## config.mk

```make
export PLATFORM = sky130hd
export DESIGN_NAME = dma_ll_engine
export DESIGN_NICKNAME = d
export VERILOG_FILES = /design/src/rtl/dma_ll_pkg.sv /design/src/rtl/dma_ll_mover.sv /design/src/rtl/dma_ll_ctrl.sv /design/src/rtl/dma_ll_status.sv /design/src/rtl/dma_ll_engine.sv
export SDC_FILE = /design/constraint.sdc
export NUM_CORES = 1
export LEC_CHECK = 0
export CELL_PAD_IN_SITES_DETAIL_PLACEMENT = 1
export CELL_PAD_IN_SITES_GLOBAL_PLACEMENT = 2
export CORE_ASPECT_RATIO = 0.5
export CORE_MARGIN = 5
export CORE_UTILIZATION = 24
export CTS_CLUSTER_SIZE = 16
export DETAILED_ROUTE_END_ITERATION = 8
export DONT_BUFFER_PORTS = 1
export PLACE_DENSITY = 0.56
export SYNTH_ARGS = -nofsm -noshare
export SYNTH_HDL_FRONTEND = slang
export SYNTH_SLANG_ARGS = --single-unit
```

## constraint.sdc

```tcl
create_clock -name clk_i -period 4.41 [get_ports clk_i]
set_input_delay 0.441 -clock clk_i [delete_from_list [all_inputs] [get_ports clk_i]]
set_output_delay 0.441 -clock clk_i [all_outputs]
set_load 0.05 [all_outputs]
```

## src/rtl/dma_ll_pkg.sv

```systemverilog
package dma_ll_pkg;
  typedef enum logic [2:0] {CS_IDLE, CS_FETCH, CS_LAUNCH, CS_XFER, CS_WBACK} ctl_state_e;
  typedef enum logic [1:0] {MV_IDLE, MV_WAIT, MV_RD, MV_WR} mv_state_e;

  localparam int CA_SW_LSB = 16;
  localparam int CA_DW_LSB = 18;
  localparam int CA_CH4    = 20;
  localparam int CA_DONE   = 31;
  localparam int CB_W      = 6;
  localparam int CB_SFIX   = 2;
  localparam int CB_DFIX   = 3;
  localparam int CB_SDIS   = 4;
  localparam int CB_DDIS   = 5;

  function automatic logic [2:0] beat_bytes(logic [1:0] code);
    case (code)
      2'd0:    return 3'd1;
      2'd1:    return 3'd2;
      default: return 3'd4;
    endcase
  endfunction
endpackage

```

## src/rtl/dma_ll_mover.sv

```systemverilog
module dma_ll_mover
  import dma_ll_pkg::*;
#(
  parameter int ADDR_W = 32,
  parameter int DATA_W = 32,
  parameter int CNT_W  = 16
) (
  input  logic              clk_i,
  input  logic              rst_ni,
  input  logic              go_i,
  input  logic [ADDR_W-1:0] saddr_i,
  input  logic [ADDR_W-1:0] daddr_i,
  input  logic [CNT_W-1:0]  cnt_i,
  input  logic [1:0]        sw_i,
  input  logic [1:0]        dw_i,
  input  logic              ch4_i,
  input  logic [1:0]        flow_i,
  input  logic              sfix_i,
  input  logic              dfix_i,
  input  logic              periph_req_i,
  output logic              req_o,
  output logic              we_o,
  output logic [ADDR_W-1:0] addr_o,
  output logic [1:0]        size_o,
  output logic [DATA_W-1:0] wdata_o,
  input  logic              ack_i,
  input  logic              err_i,
  input  logic [DATA_W-1:0] rdata_i,
  output logic              done_o,
  output logic              fail_o
);
  mv_state_e         st_q;
  logic [ADDR_W-1:0] sa_q, da_q;
  logic [CNT_W-1:0]  left_q;
  logic [1:0]        cpos_q, cpos_nx;
  logic [DATA_W-1:0] data_q, rmask;
  logic [1:0]        sw_q, dw_q;
  logic              sfix_q, dfix_q, pflow_q, ch4_q, beat_end;

  assign cpos_nx  = ch4_q ? cpos_q + 2'd1 : 2'd0;
  assign beat_end = (st_q == MV_WR) && ack_i && !err_i;
  assign done_o   = beat_end && (left_q == CNT_W'(1));
  assign fail_o   = (st_q == MV_RD || st_q == MV_WR) && ack_i && err_i;
  assign req_o    = (st_q == MV_RD) || (st_q == MV_WR);
  assign we_o     = (st_q == MV_WR);
  assign addr_o   = we_o ? da_q : sa_q;
  assign size_o   = we_o ? dw_q : sw_q;
  assign wdata_o  = data_q;

  always_comb begin
    case (sw_q)
      2'd0:    rmask = DATA_W'(8'hFF);
      2'd1:    rmask = DATA_W'(16'hFFFF);
      default: rmask = '1;
    endcase
  end

  always_ff @(posedge clk_i or negedge rst_ni) begin
    if (!rst_ni) begin
      st_q <= MV_IDLE; sa_q <= '0; da_q <= '0; left_q <= '0; cpos_q <= '0;
      data_q <= '0; sw_q <= '0; dw_q <= '0;
      sfix_q <= 1'b0; dfix_q <= 1'b0; pflow_q <= 1'b0; ch4_q <= 1'b0;
    end else begin
      case (st_q)
        MV_IDLE: if (go_i) begin
          sa_q <= saddr_i; da_q <= daddr_i; left_q <= cnt_i; cpos_q <= '0;
          sw_q <= sw_i; dw_q <= dw_i; ch4_q <= ch4_i;
          sfix_q <= sfix_i; dfix_q <= dfix_i; pflow_q <= (flow_i != 2'd0);
          st_q <= (flow_i != 2'd0) ? MV_WAIT : MV_RD;
        end
        MV_WAIT: if (periph_req_i) st_q <= MV_RD;
        MV_RD: if (ack_i) begin
          if (err_i) st_q <= MV_IDLE;
          else begin
            data_q <= rdata_i & rmask;
            st_q   <= MV_WR;
          end
        end
        MV_WR: if (ack_i) begin
          if (err_i) st_q <= MV_IDLE;
          else begin
            if (!sfix_q) sa_q <= sa_q + ADDR_W'(beat_bytes(sw_q));
            if (!dfix_q) da_q <= da_q + ADDR_W'(beat_bytes(dw_q));
            left_q <= left_q - CNT_W'(1);
            cpos_q <= cpos_nx;
            if (left_q == CNT_W'(1))          st_q <= MV_IDLE;
            else if (pflow_q && cpos_nx == '0) st_q <= MV_WAIT;
            else                               st_q <= MV_RD;
          end
        end
        default: st_q <= MV_IDLE;
      endcase
    end
  end

  AST_NO_UNPACED_CHUNK: assert property (@(posedge clk_i) disable iff (!rst_ni)
    (st_q == MV_WAIT && !periph_req_i) |=> !req_o) else $error("paced chunk began");
endmodule

```

## src/rtl/dma_ll_ctrl.sv

```systemverilog
module dma_ll_ctrl
  import dma_ll_pkg::*;
#(
  parameter int ADDR_W = 32,
  parameter int CNT_W  = 16
) (
  input  logic              clk_i,
  input  logic              rst_ni,
  input  logic              start_i,
  input  logic              multi_i,
  input  logic [ADDR_W-1:0] desc_ptr_i,
  input  logic [ADDR_W-1:0] dir_saddr_i,
  input  logic [ADDR_W-1:0] dir_daddr_i,
  input  logic [31:0]       dir_ctrla_i,
  input  logic [CB_W-1:0]   dir_ctrlb_i,
  output logic              req_o,
  output logic              we_o,
  output logic [ADDR_W-1:0] addr_o,
  output logic [31:0]       wdata_o,
  input  logic              ack_i,
  input  logic              err_i,
  input  logic [31:0]       rdata_i,
  output logic              mv_go_o,
  output logic [ADDR_W-1:0] saddr_o,
  output logic [ADDR_W-1:0] daddr_o,
  output logic [31:0]       ctrla_o,
  output logic [CB_W-1:0]   ctrlb_o,
  input  logic              mv_done_i,
  input  logic              mv_fail_i,
  output logic              buf_done_o,
  output logic              chain_done_o,
  output logic              fail_o,
  output logic              busy_o
);
  localparam logic [31:0] DONE_M = 32'h1 << CA_DONE;
  localparam logic [31:0] CNT_M  = (32'h1 << CNT_W) - 32'h1;

  ctl_state_e        st_q;
  logic              multi_q;
  logic [ADDR_W-1:0] cur_q, nxt_q, sa_q, da_q;
  logic [31:0]       ca_q;
  logic [CB_W-1:0]   cb_q;
  logic [2:0]        fidx_q;
  logic              last_buf, zero_cnt, fetch_ok, wb_ok, port_err, single_end;

  assign last_buf   = cb_q[CB_SDIS] & cb_q[CB_DDIS];
  assign zero_cnt   = (ca_q[CNT_W-1:0] == '0);
  assign fetch_ok   = (st_q == CS_FETCH) && ack_i && !err_i;
  assign wb_ok      = (st_q == CS_WBACK) && ack_i && !err_i;
  assign port_err   = (st_q == CS_FETCH || st_q == CS_WBACK) && ack_i && err_i;
  assign single_end = !multi_q && (((st_q == CS_LAUNCH) && zero_cnt) ||
                                   ((st_q == CS_XFER) && mv_done_i));

  assign buf_done_o   = wb_ok || single_end;
  assign chain_done_o = (wb_ok && last_buf) || single_end;
  assign fail_o       = port_err || ((st_q == CS_XFER) && mv_fail_i);
  assign busy_o       = (st_q != CS_IDLE);
  assign mv_go_o      = (st_q == CS_LAUNCH) && !zero_cnt;
  assign saddr_o      = sa_q;
  assign daddr_o      = da_q;
  assign ctrla_o      = ca_q;
  assign ctrlb_o      = cb_q;

  assign req_o   = (st_q == CS_FETCH) || (st_q == CS_WBACK);
  assign we_o    = (st_q == CS_WBACK);
  assign addr_o  = cur_q + ADDR_W'(we_o ? 5'd12 : {fidx_q, 2'b00});
  assign wdata_o = (ca_q | DONE_M) & ~CNT_M;

  always_ff @(posedge clk_i or negedge rst_ni) begin
    if (!rst_ni) begin
      st_q <= CS_IDLE; multi_q <= 1'b0; cur_q <= '0; nxt_q <= '0;
      sa_q <= '0; da_q <= '0; ca_q <= '0; cb_q <= '0; fidx_q <= '0;
    end else begin
      case (st_q)
        CS_IDLE: if (start_i) begin
          multi_q <= multi_i;
          if (multi_i) begin
            cur_q  <= desc_ptr_i;
            fidx_q <= '0;
            st_q   <= CS_FETCH;
          end else begin
            sa_q <= dir_saddr_i;
            da_q <= dir_daddr_i;
            ca_q <= dir_ctrla_i & ~DONE_M;
            cb_q <= dir_ctrlb_i;
            st_q <= CS_LAUNCH;
          end
        end
        CS_FETCH: if (ack_i) begin
          if (err_i) st_q <= CS_IDLE;
          else begin
            case (fidx_q)
              3'd0:    sa_q  <= rdata_i[ADDR_W-1:0];
              3'd1:    da_q  <= rdata_i[ADDR_W-1:0];
              3'd2:    nxt_q <= rdata_i[ADDR_W-1:0];
              3'd3:    ca_q  <= rdata_i & ~DONE_M;
              default: cb_q  <= rdata_i[CB_W-1:0];
            endcase
            fidx_q <= fidx_q + 3'd1;
            if (fidx_q == 3'd4) st_q <= CS_LAUNCH;
          end
        end
        CS_LAUNCH: begin
          if (zero_cnt) st_q <= multi_q ? CS_WBACK : CS_IDLE;
          else          st_q <= CS_XFER;
        end
        CS_XFER: begin
          if (mv_fail_i)      st_q <= CS_IDLE;
          else if (mv_done_i) st_q <= multi_q ? CS_WBACK : CS_IDLE;
        end
        CS_WBACK: if (ack_i) begin
          if (err_i || last_buf) st_q <= CS_IDLE;
          else begin
            cur_q  <= nxt_q;
            fidx_q <= '0;
            st_q   <= CS_FETCH;
          end
        end
        default: st_q <= CS_IDLE;
      endcase
    end
  end

  AST_FETCH_STEP: assert property (@(posedge clk_i) disable iff (!rst_ni)
    (fetch_ok && fidx_q != 3'd4) |=> (st_q == CS_FETCH && fidx_q == $past(fidx_q) + 3'd1))
    else $error("fetch order broken");
  AST_CHAIN_STOP: assert property (@(posedge clk_i) disable iff (!rst_ni)
    chain_done_o |=> !busy_o) else $error("busy after chain end");
  AST_FAIL_STOP: assert property (@(posedge clk_i) disable iff (!rst_ni)
    fail_o |=> !busy_o) else $error("busy after error");
endmodule

```

## src/rtl/dma_ll_status.sv

```systemverilog
module dma_ll_status #(
  parameter int NFLAG = 3
) (
  input  logic             clk_i,
  input  logic             rst_ni,
  input  logic [NFLAG-1:0] set_i,
  input  logic             rd_i,
  output logic [NFLAG-1:0] flags_o,
  output logic             irq_o
);
  logic [NFLAG-1:0] flag_q;

  for (genvar g = 0; g < NFLAG; g++) begin : g_flag
    always_ff @(posedge clk_i or negedge rst_ni) begin
      if (!rst_ni) flag_q[g] <= 1'b0;
      else         flag_q[g] <= set_i[g] | (flag_q[g] & ~rd_i);
    end
  end

  assign flags_o = flag_q;
  assign irq_o   = |flag_q;

  AST_READ_CLEARS: assert property (@(posedge clk_i) disable iff (!rst_ni)
    (rd_i && set_i == '0) |=> (flags_o == '0)) else $error("flags survived read");
endmodule

```

## src/rtl/dma_ll_engine.sv

```systemverilog
module dma_ll_engine
  import dma_ll_pkg::*;
#(
  parameter int ADDR_W = 32,
  parameter int CNT_W  = 16
) (
  input  logic              clk_i,
  input  logic              rst_ni,
  input  logic              start_i,
  input  logic              multi_i,
  input  logic [ADDR_W-1:0] desc_ptr_i,
  input  logic [ADDR_W-1:0] dir_saddr_i,
  input  logic [ADDR_W-1:0] dir_daddr_i,
  input  logic [31:0]       dir_ctrla_i,
  input  logic [CB_W-1:0]   dir_ctrlb_i,
  input  logic              periph_req_i,
  input  logic              stat_rd_i,
  output logic              mem_req_o,
  output logic              mem_we_o,
  output logic [ADDR_W-1:0] mem_addr_o,
  output logic [1:0]        mem_size_o,
  output logic [31:0]       mem_wdata_o,
  input  logic              mem_ack_i,
  input  logic              mem_err_i,
  input  logic [31:0]       mem_rdata_i,
  output logic              busy_o,
  output logic              irq_o,
  output logic [2:0]        stat_o
);
  logic              c_req, c_we, m_req, m_we;
  logic [ADDR_W-1:0] c_addr, m_addr, sa, da;
  logic [31:0]       c_wdata, m_wdata, ca;
  logic [CB_W-1:0]   cb;
  logic [1:0]        m_size;
  logic              mv_go, mv_done, mv_fail, buf_done, chain_done, fail;

  dma_ll_ctrl #(.ADDR_W(ADDR_W), .CNT_W(CNT_W)) u_ctrl (
    .clk_i, .rst_ni, .start_i, .multi_i, .desc_ptr_i, .dir_saddr_i, .dir_daddr_i,
    .dir_ctrla_i, .dir_ctrlb_i,
    .req_o(c_req), .we_o(c_we), .addr_o(c_addr), .wdata_o(c_wdata),
    .ack_i(mem_ack_i), .err_i(mem_err_i), .rdata_i(mem_rdata_i),
    .mv_go_o(mv_go), .saddr_o(sa), .daddr_o(da), .ctrla_o(ca), .ctrlb_o(cb),
    .mv_done_i(mv_done), .mv_fail_i(mv_fail),
    .buf_done_o(buf_done), .chain_done_o(chain_done), .fail_o(fail), .busy_o(busy_o)
  );

  dma_ll_mover #(.ADDR_W(ADDR_W), .DATA_W(32), .CNT_W(CNT_W)) u_mover (
    .clk_i, .rst_ni, .go_i(mv_go), .saddr_i(sa), .daddr_i(da),
    .cnt_i(ca[CNT_W-1:0]), .sw_i(ca[CA_SW_LSB+:2]), .dw_i(ca[CA_DW_LSB+:2]),
    .ch4_i(ca[CA_CH4]), .flow_i(cb[1:0]), .sfix_i(cb[CB_SFIX]), .dfix_i(cb[CB_DFIX]),
    .periph_req_i,
    .req_o(m_req), .we_o(m_we), .addr_o(m_addr), .size_o(m_size), .wdata_o(m_wdata),
    .ack_i(mem_ack_i), .err_i(mem_err_i), .rdata_i(mem_rdata_i),
    .done_o(mv_done), .fail_o(mv_fail)
  );

  dma_ll_status #(.NFLAG(3)) u_stat (
    .clk_i, .rst_ni, .set_i({fail, chain_done, buf_done}), .rd_i(stat_rd_i),
    .flags_o(stat_o), .irq_o(irq_o)
  );

  assign mem_req_o   = c_req | m_req;
  assign mem_we_o    = c_req ? c_we    : m_we;
  assign mem_addr_o  = c_req ? c_addr  : m_addr;
  assign mem_wdata_o = c_req ? c_wdata : m_wdata;
  assign mem_size_o  = c_req ? 2'd2    : m_size;

  AST_REQ_HOLD: assert property (@(posedge clk_i) disable iff (!rst_ni)
    (mem_req_o && !mem_ack_i) |=> (mem_req_o && $stable(mem_addr_o) && $stable(mem_we_o)))
    else $error("request dropped or moved");
  AST_IDLE_QUIET: assert property (@(posedge clk_i) disable iff (!rst_ni)
    !busy_o |-> !mem_req_o) else $error("access while idle");
  AST_ONE_OWNER: assert property (@(posedge clk_i) disable iff (!rst_ni)
    !(c_req && m_req)) else $error("port contention");
endmodule

```

# Word level (Yosys, flattened, before mapping)
# Cells that the tools add are included.
dict set report word_totals {
  reg_bits 299
  latch_bits 0
  ramBits 0
  rom_bits 0
  in_bits 174
  memories 0
}
dict set report classes {
  n_addsub 6
  n_mul 0
  div_mod_pow 0
  magnitude_cmp 0
  n_eq_ne 34
  shifts 0
  n_mux 95
  bitwise_logic 11
  n_reduce_logical 56
}
# cell count
set ops {}
lappend ops {{two-way mux 32 bit} 25}
lappend ops {{one-hot mux 32 bit (2 select lines)} 6}
lappend ops {{two-way mux 31 bit} 5}
lappend ops {{two-way mux 3 bit} 23}
lappend ops {{adder 32 x 3 -> 32 bit} 2}
lappend ops {{one-hot mux 31 bit (2 select lines)} 1}
lappend ops {{two-way mux 16 bit} 3}
lappend ops {{inequality test 2 bit (second input constant)} 18}
lappend ops {{adder 32 bit} 1}
lappend ops {{bitwise AND 32 bit} 1}
lappend ops {{two-way mux 2 bit} 16}
lappend ops {{one-hot mux 16 bit (2 select lines)} 1}
lappend ops {{two-way mux 6 bit} 5}
lappend ops {{AND reduction 6 bit} 4}
lappend ops {{AND reduction 5 bit} 4}
lappend ops {{== test 16 x 1 -> 1 bit (second input constant)} 1}
lappend ops {{logical AND 1 bit} 16}
lappend ops {{zero test 16 bit} 1}
lappend ops {{subtractor 16 x 1 -> 16 bit (second input constant)} 1}
lappend ops {{one-hot mux 3 bit (5 select lines)} 1}
lappend ops {{== test 3 x 2 -> 1 bit (second input constant)} 4}
lappend ops {{one-hot mux 3 bit (2 select lines)} 2}
lappend ops {{one-hot mux 6 bit (2 select lines)} 1}
lappend ops {{AND reduction 4 bit} 3}
lappend ops {{other kinds (27)} 57}

# Logic depth before layout (Yosys ltp)
# Gate-level depths: netlist of the first run.
dict set report depth {
  ltp_word 11
  mapped_depth 13
  ltp_nobuf 11
}

# Cells and area by module
# A second synthesis of the first run with hierarchy kept.
dict set report unflattened {
  cells_unflattened 1901
  hier_area_um2 17065.1
}
# mod instances cells_per_inst area_each_um2 seq_area_each_um2
set modules_own_cells {}
lappend modules_own_cells {dma_ll_ctrl 1 889 8707.1 4304.1}
lappend modules_own_cells {dma_ll_mover 1 928 7369.6 3103.0}
lappend modules_own_cells {dma_ll_engine 1 76 879.6 0.0}
lappend modules_own_cells {dma_ll_status 1 8 108.9 75.1}

# Least setup slack after synthesis of the first run
# OpenSTA, ideal clock, no wires.
dict set report synth_path {
  path_kind {flip-flop to output port}
  from {register u_ctrl.st_q[1]}
  to {output mem_addr_o[30]}
  arrival_ps 4137
  required_ps 3969
  setup_slack_ps -168
  path_stages_with_launch 13
  cell_sequence {dfrtp_1 -> clkbuf_1 -> or2_2 -> clkbuf_1 -> nor2_2 -> clkbuf_1 -> nor2_1 -> ha_1 -> nor2b_1 -> o211ai_1 -> nor3_1 -> or3b_2 -> a31oi_1}
}
dict set report synth_between {
  elab_chain_len 4
}
# element line
set synth_rtl {}
lappend synth_rtl {{start, declared} dma_ll_ctrl.sv:38} ;# ctl_state_e st_q;
lappend synth_rtl {{start signal, assigned} dma_ll_ctrl.sv:104} ;# if (zero_cnt) st_q <= multi_q ? CS_WBACK : CS_IDLE;
lappend synth_rtl {{start signal, assigned} dma_ll_ctrl.sv:109} ;# else if (mv_done_i) st_q <= multi_q ? CS_WBACK : CS_IDLE;
lappend synth_rtl {{== test 3 bit} {dma_ll_ctrl.sv:64, dma_ll_ctrl.sv:65}}
lappend synth_rtl {{two-way mux 5 bit} dma_ll_ctrl.sv:66} ;# assign addr_o = cur_q + ADDR_W'(we_o ? 5'd12 : {fidx_q, 2'b00});
lappend synth_rtl {{adder 32 bit} dma_ll_ctrl.sv:66}
lappend synth_rtl {{two-way mux 32 bit *} dma_ll_engine.sv:64} ;# assign mem_addr_o = c_req ? c_addr : m_addr;
lappend synth_rtl {{end, declared} dma_ll_engine.sv:20} ;# output logic [ADDR_W-1:0] mem_addr_o,
# Mark *: on every way between the ends. The rest lies on a longest branch, timed or not.

# Final worst setup path of the first run
dict set report layout_path {
  from {register u_ctrl.st_q[0]}
  to {output mem_addr_o[12]}
}
# The elaborated chain is that of the path after synthesis.

==> out/results.txt, run 1 <==
Slew HR: 0.218
Setup bufs post-CTS: 0
Worst Setup Path Type: register to output pin
Hold Violations, Final: 299
Via count: 14,800
Largest net degree at the start of global routing: 300
Slowest cell delay on critical path: 0.66 ns
Number of global-route vias before repair: 14,600
Synth Instances: 1,927
R2R setup slack: 0.98 ns
Unrepaired setup endpoints after global routing: yes
Later-pin clock latency in the skew report: 0.55 ns
Share of cells above drive strength 1: 0.120
Max-slew violation count: 0
CTS tree: done
Peak VDD IR: 390 uV
Dpl cells: 2,779
CTS H-Tree Depth: 2
Max-cap viol count: 0
Max Used Layer: met5
Average wire per standard cell: 25.8 um
Failing checks: hold timing
Yosys reg bits: 299
Main synth FF type: dfrtp_1
Worst Path Arrival: 3.89 ns
Die area: 74,200 sq um
Sequential area share after synthesis: 0.455
Port Buffers: 0
WL final: 73,400 um
Top Family by Delay on Critical Path: simple AND/OR/NAND/NOR gates
CP Cell Sequence: nor2_2, nand2_1, nand2_1, ha_1, inv_1, fa_1, nor2b_1, o211ai_1, xnor2_1, nor2_1, a31oi_2, buf_12
Post-synthesis mux area share: 0.0609
GR Overflow Total: 0
Clock-pin slew on the worst setup and hold paths: 0.06 ns
Clk root buf: clkbuf_16
DR WL met3: 3790 um
CTS hold repair buffers: 3
Starting Density: 0.244
Clock sinks: 299
Post-synth ARST share: 1.00
Cell Area, Synth: 16,400 sq um
Hold Slack: -0.396 ns
Post-DRT Antenna Nets: 0
Routability congestion estimate: 0.804
Crit path buffers/inverters: 2
Area grow syn2layout: 16.4%
CP dominant cell by count: nand2_1
Layout Skew: 0.0333 ns
Tcrit/Tclk final: 0.982
CP Launch Type: register
Core region area: 67,400 sq um
CTS Buf Count: 36
Fin cells: 2,845
Final critical-path required period: 4.33 ns
DPL Wire Length: 54,100 um
Xor/xnor share of the synthesized area: 0.0128
Fmax: 0.231 GHz
Synth unique cells: 72
Hold WC Path Type: primary input to asynchronous set/reset pin
Clk buf depth: 3
Slowest CP cell: xnor2_1
Final setup violation count: 0
Via-to-Cell Ratio: 5.19
Synth warn: 0
Reg2reg start: u_mover.sw_q[0]$_DFFE_PN0P_
Die span in x: 380 um
Compound-Gate Fraction of Synth Area: 0.206
Met1 WL: 37,500 um
Actual slew at the worst max-slew pin: 1.17 ns
Site Rows: 67
Mean Syn Cell Area: 8.53 sq um
I/O pins: 247
DRC errors left: 0
Crit. End Element: output pin
Die Y: 195 um
CP max FO: 4
Largest family of logic cells by synthesized area: simple AND/OR/NAND/NOR gates
Post-layout nets: 2,116
Outcome: complete, but fails checks
Simple-gate share of the synthesized area: 0.211
Post-Syn Nets: 2,120
Global-route wire length before repair: 107,000 um
Final core utilization: 0.284
Launch point of the worst path: u_ctrl.st_q[0]$_DFFE_PN0P_
TNS Setup: 0 ns
Iter 0 DRT Violations: 924
LEAKAGE: 7.91 nW
Met2 WL post-DR: 31,000 um
EDFF count, synth: 0
Power density over the cells: 919 nW/um^2
WP data required: 3.97 ns
Adder-cell area share of the yosys netlist: 0.0158
Antenna violations before repair: 9
GRT Resource Usage Total: 0.192
Drt pass-1 iters: 5
## Yosys cell counts (all sizes together) (22+ instances only)
cell / instances / area share
a21oi: 270 / 0.082
o21ai: 163 / 0.050
nand2: 308 / 0.070
a31oi: 24 / 0.0091
mux2i: 40 / 0.024
nand3: 45 / 0.014
nor2: 149 / 0.034
mux2: 53 / 0.037
nor3: 22 / 0.0067
and3: 81 / 0.031
inv: 29 / 0.0066
nor4: 24 / 0.0091
dfrtp: 299 / 0.45
o22ai: 29 / 0.011
xnor2: 23 / 0.012
clkbuf: 127 / 0.029
## cell families (layout without fill, tap and decap cells)
family | count (synthesis) | count (layout)
xor+xnor | 24 | 24
compound gates | 593 | 593
simple gates | 733 | 733
buf+inv | 166 | 182
other cells | 0 | 5
flops | 299 | 299
fa+ha+maj | 19 | 19
mux | 93 | 93
## worst paths after layout
path                                                        end  depth (start not counted)
worst max-delay path                             mem_addr_o[12]                         12
worst min register to register  u_mover.wdata_o[31]$_DFFE_PN0P_                          2
min in group clk_i              u_mover.wdata_o[29]$_DFFE_PN0P_                          2
worst max register to register     u_mover.sa_q[28]$_DFFE_PN0P_                         11
max in group asynchronous         u_ctrl.daddr_o[0]$_DFFE_PN0P_                          0
worst min-delay path             u_mover.wdata_o[6]$_DFFE_PN0P_                          0
## through the flow
step / setup slack (ns) / power (W) / instance area, sq um
2_1_floorplan: 0.0808 / 0.0110 / 16500
3_5_place_dp: 0.602 / 0.0147 / 18000
3_3_place_gp: 0.735 / 0.0146 / 18000
6_report: 0.0787 / 0.0176 / 19100
5_1_grt: -0.0114 / 0.0188 / 19100
4_1_cts: 0.00259 / 0.0178 / 19100
## state kept, by name, indices dropped and copies added, names as in the netlist, 6 cells and up
register         cells
u_mover.sa_q        32
u_ctrl.daddr_o      32
u_ctrl.cur_q        32
u_ctrl.saddr_o      32
u_ctrl.ctrlb_o       6
u_mover.wdata_o     32
u_ctrl.ctrla_o      31
u_mover.da_q        32
u_ctrl.nxt_q        32
u_mover.left_q      16
## metal layers
metal,GRT usage,up-vias
met2,0.278,234
met4,0.0325,10
met1,0.293,7553
li1,-,6893
met3,0.0416,72
met5,0,-
## where the power goes
group	total (W)	internal [W]	switching, W
logic	0.00936	0.00293	0.00644
clock network	0.00299	0.00173	0.00126
registers	0.00523	0.00398	0.00125
total	0.0176	0.00863	0.00895
## layout make-up
class,count,area (sq um)
antenna,5,12.5
clock buffer,48,1020
clock inverter,10,103
fill,7932,48300
inverter,30,113
multi-input combinational,1462,8460
sequential,299,7480
tap,897,1120
timing repair buffer,94,826
## timing repair
| item | in CTS | in global routing |
|---|---|---|
| resized for setup | 0 | 2 |
| hold endpoints to repair | 302 | 299 |
| setup endpoints to repair | 0 | 3 |
## layout by cell type (no fill, tap or decap), types with 21 or more instances in the layout
| cell type | n |
|---|---|
| o21ai_0 | 159 |
| nor3_1 | 21 |
| inv_1 | 29 |
| nand3_1 | 43 |
| nand2_1 | 306 |
| clkbuf_16 | 37 |
| nor2_1 | 142 |
| and3_1 | 81 |
| mux2_2 | 52 |
| nor4_1 | 24 |
| xnor2_1 | 23 |
| o22ai_1 | 29 |
| a21oi_1 | 268 |
| buf_4 | 82 |
| mux2i_1 | 40 |
| dfrtp_1 | 299 |
(Power assumes the default switching activity.)
==> run 2: changes to the inputs <==
--- a/config.mk
+++ b/config.mk
@@ -5,6 +5,7 @@
 export SDC_FILE = /design/constraint.sdc
 export NUM_CORES = 1
 export LEC_CHECK = 0
+export ABC_AREA = 1
 export CELL_PAD_IN_SITES_DETAIL_PLACEMENT = 1
 export CELL_PAD_IN_SITES_GLOBAL_PLACEMENT = 2
 export CORE_ASPECT_RATIO = 0.5
@@ -13,7 +14,7 @@
 export CTS_CLUSTER_SIZE = 16
 export DETAILED_ROUTE_END_ITERATION = 8
 export DONT_BUFFER_PORTS = 1
-export PLACE_DENSITY = 0.56
+export PLACE_DENSITY = 0.6
 export SYNTH_ARGS = -nofsm -noshare
 export SYNTH_HDL_FRONTEND = slang
 export SYNTH_SLANG_ARGS = --single-unit
==> run 2 against run 1 <==
Register-to-register slack improved by 0.38 ns. Clock power increased by 11%. Maximum frequency increased by 5.0%. The run still ends with hold timing left. Largest cell class unchanged. Clock skew decreased by 0.016 ns. Die area increased by 9.4%. Largest power group unchanged. Clock-buffer cell count increased by 5. Critical path type unchanged. Sequential share of layout area decreased by 3.6 points. Worst setup slack improved by 0.21 ns. Power increased by 0.64%. Highest routed layer is now met4.
==> out/results.txt, run 2 <==
WP data required: 3.97 ns (about the same)
Later-pin clock latency in the skew report: 0.55 ns (about the same)
Setup bufs post-CTS: 0 (unchanged)
Starting Density: 0.241 (was 0.244)
Top-area cell type share of the netlist area: 0.414 (was 0.455)
Layout Skew: 0.0176 ns (was 0.0333 ns)
Port Buffers: 0 (unchanged)
Actual slew at the worst max-slew pin: 1.14 ns (was 1.17 ns)
Average wire per standard cell: 22.1 um (was 25.8 um)
CP max FO: 19 (was 4)
Global-route wire length before repair: 123,000 um (was 107,000 um)
Failing checks: hold timing (unchanged)
Unrepaired setup endpoints after global routing: no (was yes)
Fmax: 0.242 GHz (was 0.231 GHz)
Synth area leaders: dfrtp_1 (41%), nand2_1 (23%), o21ai_0 (8.0%) (was dfrtp_1 (45%), a21oi_1 (8.2%), nand2_1 (7.0%))
Via-to-Cell Ratio: 4.66 (was 5.19)
Worst Setup Path Type: register to output pin (unchanged)
Area grow syn2layout: 16.6% (was 16.4%)
Post-DRT Antenna Nets: 0 (unchanged)
Max-slew violation count: 0 (unchanged)
Reg2reg start: u_mover.sw_q[0]$_DFFE_PN0P_ (unchanged)
Synth warn: 0 (unchanged)
Largest net degree at the start of global routing: 300 (unchanged)
Via count: 17,700 (was 14,800)
Share of cells above drive strength 1: 0.0742 (was 0.120)
CTS Buf Count: 36 (unchanged)
Design Power: 0.0177 W (was 0.0176 W)
Die span in x: 398 um (was 380 um)
Clock-pin slew on the worst setup and hold paths: 0.06 ns (about the same)
Area post-placement: 19,800 sq um (was 18,000 sq um)
Synth unique cells: 44 (was 72)
Die area: 81,100 sq um (was 74,200 sq um)
Top-count cell post-synth: nand2_1 (unchanged)
Mean Syn Cell Area: 6.62 sq um (was 8.53 sq um)
Commonest non-fill, non-tap cell in the layout: nand2_1 (unchanged)
Core region area: 74,900 sq um (was 67,400 sq um)
Final critical-path required period: 4.12 ns (was 4.33 ns)
Final setup violation count: 0 (unchanged)
Drt pass-1 iters: 5 (unchanged)
Place WS: 0.666 ns (was 0.602 ns)
Post-Syn Nets: 2,920 (was 2,120)
Outcome: complete, but fails checks (unchanged)
DRC errors left: 0 (unchanged)
Peak VDD IR: 508 uV (was 390 uV)
Slew HR: 0.242 (was 0.218)
I/O pins: 247 (unchanged)
Clk root buf: clkbuf_16 (unchanged)
DPL Wire Length: 64,400 um (was 54,100 um)
Clk buf depth: 3 (unchanged)
Hold Violations, Final: 299 (unchanged)
CP Launch Type: register (unchanged)
CTS tree: done (unchanged)
Power density over the cells: 840 nW/um^2 (was 919 nW/um^2)
LEAKAGE: 10.5 nW (was 7.91 nW)
Tcrit/Tclk final: 0.935 (was 0.982)
Max-cap viol count: 0 (unchanged)
Most frequent cells in the layout: nand2_1 (1,108), dfrtp_1 (299), inv_1 (292) (was nand2_1 (306), dfrtp_1 (299), a21oi_1 (268))
GR Overflow Total: 0 (unchanged)
Area leader, netlist: dfrtp_1 (unchanged)
Site Rows: 71 (was 67)
Post-synth top cells: nand2_1 (1,109), dfrtp_1 (299), inv_1 (292) (was nand2_1 (308), dfrtp_1 (299), a21oi_1 (270))
Number of global-route vias before repair: 18,100 (was 14,600)
EDFF count, synth: 0 (unchanged)
Worst Path Arrival: 3.68 ns (was 3.89 ns)
Reg2reg end: u_mover.sa_q[10]$_DFFE_PN0P_ (was u_mover.sa_q[28]$_DFFE_PN0P_)
FF-to-FF path depth: 13 (was 11)
Yosys reg bits: 299 (unchanged)
Clock sinks: 299 (unchanged)
Synth Instances: 2,727 (was 1,927)
Iter 0 DRT Violations: 1,087 (was 924)
Main synth FF type: dfrtp_1 (unchanged)
TNS Setup: 0 ns (unchanged)
WL final: 84,300 um (was 73,400 um)
Antenna violations before repair: 7 (was 9)
Hold Slack: -0.391 ns (was -0.396 ns)
Die Y: 204 um (was 195 um)
Cell Area, Synth: 18,100 sq um (was 16,400 sq um)
Final worst setup slack: 0.286 ns (was 0.0787 ns)
Routability congestion estimate: 0.890 (was 0.804)
R2R setup slack: 1.36 ns (was 0.98 ns)
Crit. End Element: output pin (unchanged)
Hold WC Path Type: primary input to asynchronous set/reset pin (unchanged)
Post-synth ARST share: 1.00 (unchanged)
Post-layout nets: 2,945 (was 2,116)
GRT Resource Usage Total: 0.205 (was 0.192)
Design Area, Final: 21,100 sq um (was 19,100 sq um)
Sequential area share after synthesis: 0.414 (was 0.455)
CTS H-Tree Depth: 2 (unchanged)
## run 2: cell count changes after synthesis, moves of 104 or more
| cell | before | now |
|---|---|---|
| nor2_1 | 148 | 252 |
| inv_1 | 29 | 292 |
| nand3_1 | 44 | 166 |
| a21oi_1 | 270 | 24 |
| nand2_1 | 308 | 1109 |
| o21ai_0 | 160 | 289 |
## run 2: worst max-delay path by stage
stage | start | endpoint | slack (ns)
2_1_floorplan | u_ctrl.st_q[0]$_DFFE_PN0P_ | mem_addr_o[18] | 0.54
3_5_place_dp | u_ctrl.st_q[0]$_DFFE_PN0P_ | mem_addr_o[16] | 0.67
3_3_place_gp | u_ctrl.st_q[0]$_DFFE_PN0P_ | mem_addr_o[16] | 0.71
6_report | u_ctrl.st_q[0]$_DFFE_PN0P_ | mem_addr_o[16] | 0.29
4_1_cts | u_ctrl.st_q[0]$_DFFE_PN0P_ | mem_addr_o[16] | 0.07
5_1_grt | u_ctrl.st_q[0]$_DFFE_PN0P_ | mem_addr_o[16] | 0.05
## run 2: layout make-up
class	count	area [sq um]
clock buffer	53	1100
clock inverter	10	155
inverter	298	1120
fill	9314	53800
sequential	299	7480
antenna	8	20.0
timing repair buffer	99	868
multi-input combinational	2018	9030
tap	1022	1280
## run 2: repair_timing
item / in CTS / in global routing
gates resized for setup: 0 / 4
setup endpoints to repair: 0 / 3
hold endpoints to repair: 299 / 299
## run 2: power by group
group	switching (W)	internal (W)
clock network	0.00136	0.00195
logic	0.00678	0.00259
registers	0.00102	0.00399
total	0.00916	0.00854
## run 2: per-layer routing
| metal | vias to the layer above | wire (um) | global-route usage |
|---|---|---|---|
| met3 | 74 | 4140 | 0.0320 |
| met5 | - | 0 | 0 |
| met2 | 297 | 37000 | 0.321 |
| li1 | 8616 | - | - |
| met1 | 8745 | 41100 | 0.296 |
| met4 | 0 | 2030 | 0.0471 |
## run 2: cell families (layout without fill, tap and decap cells)
| group | count (synthesis) | in the layout | synth area share |
|---|---|---|---|
| adder cells (fa/ha/maj) | 19 | 19 | 0.0144 |
| multiplexers | 25 | 25 | 0.0155 |
| buffers and inverters | 410 | 460 | 0.0881 |
| XOR/XNOR | 14 | 14 | 0.00679 |
| AND/OR/NAND/NOR | 1598 | 1598 | 0.354 |
| flip-flops | 299 | 299 | 0.414 |
| other | 0 | 8 | 0 |
| AO/OA/AOI/OAI | 362 | 362 | 0.106 |
## run 2: worst max-delay path, cell delays in order (launching register included)
cell and delay (ns):
dfrtp_1 0.45, nor2_1 0.19, nand2_1 0.20, inv_4 0.24, nor2_1 0.11, fa_1 0.43, inv_1 0.07, nand2_1 0.06
nand2_1 0.11, nand2_1 0.18, nor2_1 0.27, nand2_1 0.14, xor2_2 0.25, nand2_1 0.13, o31ai_2 0.09, buf_4 0.23
## run 2: metrics by stage
step                instances  utilization
floorplan                2727            -
global placement         3736        0.264
detailed placement       3736        0.264
CTS                      3799        0.281
global route             3800        0.281
finish                   3807        0.281
==> run 3: changes to the inputs <==
--- a/config.mk
+++ b/config.mk
@@ -10,11 +10,11 @@
 export CELL_PAD_IN_SITES_GLOBAL_PLACEMENT = 2
 export CORE_ASPECT_RATIO = 0.5
 export CORE_MARGIN = 5
-export CORE_UTILIZATION = 24
+export CORE_UTILIZATION = 35
 export CTS_CLUSTER_SIZE = 16
 export DETAILED_ROUTE_END_ITERATION = 8
 export DONT_BUFFER_PORTS = 1
-export PLACE_DENSITY = 0.6
+export PLACE_DENSITY = 0.82
 export SYNTH_ARGS = -nofsm -noshare
 export SYNTH_HDL_FRONTEND = slang
 export SYNTH_SLANG_ARGS = --single-unit
==> run 3 against run 2 <==
The run still ends with hold timing left. Cell count fell by 8.1%. Wire length fell by 7.7%. Sequential power barely moved. Maximum frequency fell by 2.0%. Critical path depth rose by 2. Flip-flop and latch count did not move. Non-clock buffer count rose by 36. Critical endpoint is now mem_addr_o[28]. First-iteration DRC count rose by 45%. Power fell by 2.0%. Largest power group unchanged. Hold slack got worse by 0.10 ns. Clock-buffer cell count fell by 17. Worst setup slack got worse by 0.083 ns. Largest cell class unchanged. Critical path type unchanged.
==> out/results.txt, run 3 (synthesis results as in run 2) <==
Worst Setup Path Type: register to output pin (unchanged)
Number of global-route vias before repair: 18,300 (was 18,100)
Via count: 18,300 (was 17,700)
Filler cells: 6,599 (was 9,314)
Hold WC Path Type: primary input to asynchronous set/reset pin (unchanged)
Clk root buf: clkbuf_16 (unchanged)
Final core utilization: 0.411 (was 0.281)
CTS hold repair buffers: 36
CTS tree: done (unchanged)
Peak VDD IR: 469 uV (was 508 uV)
Worst Path Arrival: 3.77 ns (was 3.68 ns)
Antenna violations before repair: 12 (was 7)
DPL Wire Length: 58,000 um (was 64,400 um)
GRT Resource Usage Total: 0.268 (was 0.205)
Clock-pin slew on the worst setup and hold paths: 0.07 ns (was 0.06 ns)
Die area: 56,500 sq um (was 81,100 sq um)
Failing checks: hold timing (unchanged)
Slew HR: 0.302 (was 0.242)
Share of cells above drive strength 1: 0.0734 (was 0.0742)
Area post-placement: 19,300 sq um (was 19,800 sq um)
Max-slew violation count: 0 (unchanged)
Area grow syn2layout: 15.3% (was 16.6%)
Commonest non-fill, non-tap cell in the layout: nand2_1 (unchanged)
Hold Violations, Final: 299 (unchanged)
DRC errors left: 0 (unchanged)
GR Overflow Total: 0 (unchanged)
Actual slew at the worst max-slew pin: 1.05 ns (was 1.14 ns)
Global-route wire length before repair: 115,000 um (was 123,000 um)
Crit. End Element: output pin (unchanged)
Routability congestion estimate: 0.939 (was 0.890)
TNS Setup: 0 ns (unchanged)
Max-cap viol count: 0 (unchanged)
Power density over the cells: 833 nW/um^2 (was 840 nW/um^2)
Clock sinks: 299 (unchanged)
LEAKAGE: 10.5 nW (about the same)
Most frequent cells in the layout: nand2_1 (1,108), dfrtp_1 (299), inv_1 (292) (unchanged)
Iter 0 DRT Violations: 1,579 (was 1,087)
CTS H-Tree Depth: 1 (was 2)
Post-DRT Antenna Nets: 0 (unchanged)
Design Area, Final: 20,800 sq um (was 21,100 sq um)
Drt pass-1 iters: 5 (unchanged)
Later-pin clock latency in the skew report: 0.63 ns (was 0.55 ns)
CP Launch Type: register (unchanged)
Hold Slack: -0.495 ns (was -0.391 ns)
Via-to-Cell Ratio: 5.24 (was 4.66)
I/O pins: 247 (unchanged)
WP data required: 3.97 ns (about the same)
Tcrit/Tclk final: 0.954 (was 0.935)
Final setup violation count: 0 (unchanged)
Die Y: 171 um (was 204 um)
Outcome: complete, but fails checks (unchanged)
Core region area: 50,700 sq um (was 74,900 sq um)
Starting Density: 0.356 (was 0.241)
Port Buffers: 0 (unchanged)
Site Rows: 58 (was 71)
WL final: 77,800 um (was 84,300 um)
Clk buf depth: 3 (unchanged)
CP max FO: 24 (was 19)
Largest net degree at the start of global routing: 300 (unchanged)
Unrepaired setup endpoints after global routing: no (unchanged)
Post-layout nets: 2,976 (was 2,945)
Average wire per standard cell: 22.2 um (was 22.1 um)
Fmax: 0.238 GHz (was 0.242 GHz)
Final critical-path required period: 4.21 ns (was 4.12 ns)
CTS Buf Count: 31 (was 36)
Design Power: 0.0173 W (was 0.0177 W)
Layout Skew: 0.0374 ns (was 0.0176 ns)
Die span in x: 331 um (was 398 um)
## run 3: cell count changes in the layout (fill, tap and decap cells not counted), sizes merged
cell,previous run,this run
clkbuf,53,36
dlygate4sd3,0,36
diode,8,2
bufinv,4,8
clkinvlp,2,4
clkinv,4,7
inv,298,300
## run 3: path summary, 6_finish.rpt
| path | start | endpoint | slack (ns) | cells past startpoint |
|---|---|---|---|---|
| worst max-delay path | u_ctrl.st_q[0]$_DFFE_PN0P_ | mem_addr_o[28] | 0.20 | 17 |
| worst min-delay path | rst_ni | u_mover.wdata_o[11]$_DFFE_PN0P_ | -0.50 | 0 |
| worst max register to register | u_mover.sw_q[0]$_DFFE_PN0P_ | u_mover.sa_q[10]$_DFFE_PN0P_ | 1.01 | 12 |
| worst min register to register | u_ctrl.ctrlb_o[3]$_DFFE_PN0P_ | u_ctrl.ctrlb_o[3]$_DFFE_PN0P_ | 0.48 | 2 |
| max in group asynchronous | rst_ni | u_ctrl.saddr_o[30]$_DFFE_PN0P_ | 4.02 | 0 |
| min in group clk_i | multi_i | u_ctrl.st_q[0]$_DFFE_PN0P_ | 0.02 | 2 |
## run 3: layer usage
| layer | routed length (um) | track usage |
|---|---|---|
| met5 | 76 | 0 |
| met4 | 2850 | 0.0832 |
| met3 | 4870 | 0.0543 |
| met2 | 33100 | 0.412 |
| met1 | 37000 | 0.384 |
## run 3: worst max-delay path, stage by stage (launching register included)
cell,delay [ns]
dfrtp_1,0.46
nor2_2,0.18
nand2_1,0.15
buf_4,0.26
nand2_1,0.09
ha_1,0.16
inv_1,0.05
fa_1,0.37
inv_1,0.06
nand2_1,0.06
nand2_1,0.09
nand2_1,0.17
nor2_2,0.19
nand3_1,0.17
o21ai_0,0.19
nand3_1,0.08
nand2_1,0.15
buf_4,0.22
## run 3: stage by stage
step	hold slack [ns]	setup slack, ns	instances
6_report	-0.495	0.203	3499
5_1_grt	-0.531	0.00384	3497
4_1_cts	-0.522	0.0468	3497
3_5_place_dp	0.152	0.737	3404
3_3_place_gp	0.153	0.790	3404
2_1_floorplan	0.145	0.543	2727
## run 3: power breakdown
part           total (W)  leakage [nW]  switching, W  internal, W
logic            0.00916          6.13       0.00666      0.00250
registers        0.00503          3.83       0.00104      0.00399
clock network    0.00315         0.571       0.00132      0.00184
## run 3: timing repair
| action | CTS | global route |
|---|---|---|
| endpoints found under the hold margin | 362 | 299 |
| buffers inserted | 0 | 0 |
| endpoints found under the setup margin | 0 | 6 |
| resized for setup | 0 | 4 |
## run 3: layout make-up
class / instances / area [sq um] / share of cell area
Antenna cell: 2 / 5.00 / 0.000240
Clock buffer: 36 / 835 / 0.0401
Clock inverter: 21 / 343 / 0.0165
Inverter: 298 / 1120 / 0.0538
Multi-Input combinational cell: 2018 / 9040 / 0.434
Sequential cell: 299 / 7480 / 0.359
Tap cell: 690 / 863 / 0.0415
Timing Repair Buffer: 135 / 1130 / 0.0542
